--- config.mk ---
export PLATFORM = sky130hd
export DESIGN_NAME = pgt_unit
export DESIGN_NICKNAME = d
export VERILOG_FILES = /design/src/rtl/pgt_pkg.sv /design/src/rtl/pgt_lane_bank.sv /design/src/rtl/pgt_mask_select.sv /design/src/rtl/pgt_unit.sv
export SDC_FILE = /design/constraint.sdc
export NUM_CORES = 1
export LEC_CHECK = 0
export ABC_AREA = 1
export CORE_AREA = 5 5 149 151
export DETAILED_ROUTE_END_ITERATION = 10
export DIE_AREA = 0 0 154 156
export GPL_TIMING_DRIVEN = 0
export PLACE_DENSITY = 0.65
export SYNTH_ARGS = -nofsm -noshare
export SYNTH_HDL_FRONTEND = slang
export SYNTH_SLANG_ARGS = --single-unit
--- constraint.sdc ---
create_clock -name clk -period 1.9 [get_ports clk]
set_input_delay 0.38 -clock clk [delete_from_list [all_inputs] [get_ports clk]]
set_output_delay 0.38 -clock clk [all_outputs]
set_load 0.02 [all_outputs]
--- src/rtl/pgt_pkg.sv ---
package pgt_pkg;

    localparam int VEC_W  = 128;
    localparam int HALF_W = VEC_W / 2;

    typedef enum logic [1:0] {
        ESZ_BYTE  = 2'b00,
        ESZ_WORD  = 2'b01,
        ESZ_DWORD = 2'b10,
        ESZ_RSVD  = 2'b11
    } esize_e;

    typedef struct packed {
        logic             bad;
        logic [VEC_W-1:0] mask;
    } pgt_res_t;

    function automatic logic [VEC_W-1:0] low_half_keep(input logic wide);
        return wide ? {VEC_W{1'b1}} : {{(VEC_W-HALF_W){1'b0}}, {HALF_W{1'b1}}};
    endfunction

endpackage

--- src/rtl/pgt_lane_bank.sv ---
module pgt_lane_bank #(
    parameter int VEC_W  = 128,
    parameter int ELEM_W = 8
) (
    input  logic [VEC_W-1:0] dst,
    input  logic [VEC_W-1:0] src,
    output logic [VEC_W-1:0] mask
);
    localparam int LANES = VEC_W / ELEM_W;

    for (genvar g = 0; g < LANES; g++) begin : g_lane
        logic signed [ELEM_W-1:0] d_el;
        logic signed [ELEM_W-1:0] s_el;
        assign d_el = dst[g*ELEM_W +: ELEM_W];
        assign s_el = src[g*ELEM_W +: ELEM_W];
        assign mask[g*ELEM_W +: ELEM_W] = {ELEM_W{d_el > s_el}};
    end
endmodule

--- src/rtl/pgt_mask_select.sv ---
module pgt_mask_select
    import pgt_pkg::*;
(
    input  logic [VEC_W-1:0] mask_b,
    input  logic [VEC_W-1:0] mask_w,
    input  logic [VEC_W-1:0] mask_d,
    input  esize_e           esize,
    input  logic             wide,
    output pgt_res_t         res
);
    logic [VEC_W-1:0] picked;

    always_comb begin
        res.bad = 1'b0;
        unique case (esize)
            ESZ_BYTE:  picked = mask_b;
            ESZ_WORD:  picked = mask_w;
            ESZ_DWORD: picked = mask_d;
            default: begin
                picked  = '0;
                res.bad = 1'b1;
            end
        endcase
        res.mask = picked & low_half_keep(wide);
    end
endmodule

--- src/rtl/pgt_unit.sv ---
module pgt_unit
    import pgt_pkg::*;
(
    input  logic             clk,
    input  logic             rst,
    input  logic             in_valid,
    input  logic [127:0]     in_dst,
    input  logic [127:0]     in_src,
    input  logic [1:0]       in_esize,
    input  logic             in_wide,
    output logic             out_valid,
    output logic [127:0]     out_result,
    output logic             out_bad_size
);
    localparam int B_W = 8;
    localparam int W_W = 16;
    localparam int D_W = 32;
    localparam int N_D = VEC_W / D_W;

    logic [VEC_W-1:0] m_b, m_w, m_d;
    pgt_res_t         sel;

    pgt_lane_bank #(.VEC_W(VEC_W), .ELEM_W(B_W)) u_bank_b (.dst(in_dst), .src(in_src), .mask(m_b));
    pgt_lane_bank #(.VEC_W(VEC_W), .ELEM_W(W_W)) u_bank_w (.dst(in_dst), .src(in_src), .mask(m_w));
    pgt_lane_bank #(.VEC_W(VEC_W), .ELEM_W(D_W)) u_bank_d (.dst(in_dst), .src(in_src), .mask(m_d));

    pgt_mask_select u_sel (
        .mask_b (m_b),
        .mask_w (m_w),
        .mask_d (m_d),
        .esize  (esize_e'(in_esize)),
        .wide   (in_wide),
        .res    (sel)
    );

    always_ff @(posedge clk) begin
        if (rst) begin
            out_valid    <= 1'b0;
            out_result   <= '0;
            out_bad_size <= 1'b0;
        end else begin
            out_valid <= in_valid;
            if (in_valid) begin
                out_result   <= sel.mask;
                out_bad_size <= sel.bad;
            end
        end
    end

    AST_VALID_FOLLOWS: assert property (@(posedge clk) disable iff (rst)
        in_valid |=> out_valid);
    AST_IDLE_FOLLOWS: assert property (@(posedge clk) disable iff (rst)
        !in_valid |=> !out_valid);
    AST_NARROW_UPPER_ZERO: assert property (@(posedge clk) disable iff (rst)
        (in_valid && !in_wide) |=> (out_result[127:64] == '0));
    AST_RSVD_ZERO: assert property (@(posedge clk) disable iff (rst)
        (in_valid && in_esize == 2'b11) |=> (out_bad_size && out_result == '0));
    AST_EQUAL_ZERO: assert property (@(posedge clk) disable iff (rst)
        (in_valid && in_dst == in_src) |=> (out_result == '0));

    for (genvar k = 0; k < N_D; k++) begin : g_chk
        AST_DWORD_UNIFORM: assert property (@(posedge clk) disable iff (rst)
            (in_valid && in_esize == 2'b10) |=>
            (out_result[k*D_W +: D_W] == '0 || out_result[k*D_W +: D_W] == '1));
    end
endmodule

==> impl_metrics.yaml <==
status:
  run_status: "finished, final reports clean"
power_and_ir_drop:
  power.share.sequential: 0.114
  p_clk_frac: 0.106
  p_sw_uw: 1681
  irDropWorstVdd_uv: 289.1
  power.static_leakage_uw: 0.007376
  power-per-cell-area_nw_per_um2: 304.8
  power.internal_uw: 2374
  swShare: 0.4146
  comb_power_share: 0.780
min_path:
  timing.hold.worst_endpoint: "out_result[63]"
  hold_path.startpoint: "rst"
  whs_path_depth: 2
  hold_class: "input pin to register"
sta:
  fin_worst_hold_slack_ns: 0.3680
  max_slew.worst_pin.slew_ns: 0.5018
  timing.final.crit_share: 0.9761
  timing_hold_violations_final: 0
  headroom_to_the_max_slew_limit: 0.6646
  final-setup-viol-count: 0
  layout_setup_ws_ns: 0.04543
  peak_clock_frequency_supported_by_timing_ghz: 0.5392
  finalWorstPathRequiredPeriod_ns: 1.855
  final.setup_skew_ns: 0
  report.final.slew_viol_count: 0
global_routing:
  number_of_antenna_violations_at_the_first_check_in_global_routing: 2
  groute.usage.overall: 0.1764
  grt_pass1_vias: 7357
  maximum_number_of_pins_on_one_net_before_global_route_repair: 11
  global_route_wire_length_before_repair_mm: 35.22
  overflow: 0
clocking:
  max-clock-path-buffers: 2
  tritoncts_clock_tree: "yes"
  cts_hold_buffers: 0
  clk_pin_slew_worst_paths_ns: 0.06
  cts_buffers: 3
  clock-sinks: 18
  clk_latency_ns: 0.25
  cts.root.buffer_cell: "sky130_fd_sc_hd__clkbuf_16"
  cts.htree.levels: 1
place:
  detailed_place.area_um2: 10350
  globalplace.congestion: 0.8265
  dpl_worst_slack_ns: -0.6551
  post-dp-hpwl_mm: 18.29
  portBuffers: 389
logic_synthesis:
  mappedNetlistNets: 1340
  synth_sequential_area_ratio: 0.05892
  synthDistinctLibCells: 36
  syn-mean-instance-area_um2: 6.520
  ys_seq_elements: 18
  netlist_instances: 938
  synth_warnings: 0
  synthesis.area_um2: 6116
die:
  chipWidth_um: 154
  die_outline_height_um: 156
  initial_core_util: 0.2956
  die_area_um2: 24020
  fp-row-count: 53
  io_pins: 392
  floorplan.core_area_um2: 20690
critical_path:
  critical_path.max_fanout: 4
  critPathRequiredTime_ns: 2.04
  timing_worst_setup_path_type: "input pin to register"
  crit_start: "in_dst[102]"
  category_of_the_worst_setup_path_launch_point: "input pin"
  end_kind: "register"
  reg2reg_slack_ns: 1.16
  data_arrival_critical_path_ns: 1.99
  reg2regPathDepth: 2
  crit-reg2reg-capture: "out_result[71]"
  source_of_the_worst_register_to_register_timing_path: "out_result[71]"
detailed_routing:
  total_wirelength_of_the_detailed_routed_design_mm: 24.91
  routed_via_density: 4.437
  post_drt_wl_per_cell_um: 15.09
  via_count: 7326
  drc: 0
  drt_pass_1_iters: 4
  drt_first_iter_violations: 178
  antenna_violating_nets_post_route: 0
final_layout:
  fin_area_um2: 13310
  post_synthesis_to_final_layout_area_growth_pct: 117.6
  fin_nets: 1778
  postLayoutCoreUtil: 0.6431
  fillers: 1698
  post_route_cells_drive_above_1_share: 0.4636
flow_run:
  max_cap_violations: 0
worst max-delay path by stage:
stage | end | slack [ns] | depth (start not counted)
finish | out_result[111] | 0.05 | 12
global route | out_result[111] | -0.05 | 12
CTS | out_result[55] | -0.02 | 15
detailed placement | out_result[55] | -0.66 | 7
global placement | out_result[55] | -0.64 | 7
floorplan | out_result[119] | 0.15 | 12
routing by layer:
metal / global-route usage / part of all wire / up-vias
met4: 0.02355 / 0.014 / 0
met2: 0.3505 / 0.55 / 251
met3: 0.04133 / 0.062 / 24
met5: 0 / 0 / -
met1: 0.1936 / 0.37 / 3316
li1: - / - / 3735
Yosys cell counts (all sizes together):
library cell    n  share of area
nor3            6         0.0074
xor2            4         0.0057
or2             2         0.0020
nand3b          3         0.0037
xnor2           3         0.0043
nand3          46          0.043
nand2         204           0.13
clkbuf          3         0.0068
o21a            8         0.0098
o21ai          26          0.021
and3            1         0.0018
nand4          14          0.020
a21oi          90          0.081
clkinv          3         0.0018
nor2           55          0.044
dlygate4sd1     1         0.0014
o21bai          1         0.0012
dfxtp          18          0.059
a21o            7         0.0092
ha            140           0.29
buf           114           0.14
inv           188           0.12
and2            1         0.0012
layout by cell type (no fill, tap or decap), drive strengths merged, types with 7 or more instances in the layout:
| cell type | n |
|---|---|
| ha | 140 |
| o21ai | 26 |
| clkbuf | 14 |
| clkdlybuf4s50 | 134 |
| o21a | 8 |
| nand3 | 46 |
| clkdlybuf4s15 | 13 |
| nand2 | 204 |
| dlymetal6s2s | 166 |
| a21oi | 90 |
| a21o | 7 |
| dlygate4sd2 | 69 |
| buf | 158 |
| dfxtp | 18 |
| nand4 | 14 |
| nor2 | 55 |
| inv | 188 |
what timing repair did:
| action | 4_1_cts | 5_1_grt |
|---|---|---|
| resized for setup | 382 | 395 |
| pin swaps | 137 | 191 |
| setup buffers | 26 | 18 |
| endpoints found under the setup margin | 126 | 16 |
logic make-up (layout without fill, tap and decap cells):
group                    count (synthesis)  after routing  synth area share
AND/OR/NAND/NOR                        332            332            0.2555
flip-flops                              18             18           0.05892
other                                    0              2                 0
buffers and inverters                  309            745            0.2666
AO/OA/AOI/OAI                          132            132            0.1225
XOR/XNOR                                 7              7           0.01002
adder cells (fa/ha/maj)                140            140            0.2864
sequential cells by signal, summed over array words and instances (netlist names):
signal	flops
out_result	16
out_bad_size	1
out_valid	1
critical path, stage by stage:
cell,delay (ns)
sky130_fd_sc_hd__dlygate4sd2_1,0.26
sky130_fd_sc_hd__ha_4,0.27
sky130_fd_sc_hd__nand2_4,0.05
sky130_fd_sc_hd__nor2_4,0.10
sky130_fd_sc_hd__nand4_1,0.22
sky130_fd_sc_hd__nor2_4,0.16
sky130_fd_sc_hd__nand2_1,0.07
sky130_fd_sc_hd__and3_4,0.18
sky130_fd_sc_hd__nand2_4,0.09
sky130_fd_sc_hd__nand3_2,0.08
sky130_fd_sc_hd__nand2_2,0.08
sky130_fd_sc_hd__a21oi_2,0.05
area by class of cell:
type	count	area, µm²	share of cell area
sequential	18	380.4	0.02858
multi-input combinational	611	6340	0.4764
buffer	118	912.1	0.06855
inverter	191	728.2	0.05472
clock buffer	3	75.07	0.005642
timing repair buffer	433	4522	0.3398
antenna	2	5.005	0.0003761
tap	275	344.1	0.02586
metrics by stage:
step	total power, µW	cells	TNS [ns]
after global routing	4376	1651	-0.1986
final	4055	1651	0
after detailed placement	2818	1602	-8.702
after CTS	3720	1631	-0.04348
after global placement	2787	1602	-8.596
after floorplan	1731	938	0
power by group through the flow:
stage	sequential [µW]	clock (µW)	combinational (µW)
6_report	464	429	3160
3_3_place_gp	467	0	2320
2_1_floorplan	474	0	1260
5_1_grt	473	457	3450
4_1_cts	467	446	2810
3_5_place_dp	469	0	2350
Note: power is estimated with default switching activity, not from simulation.
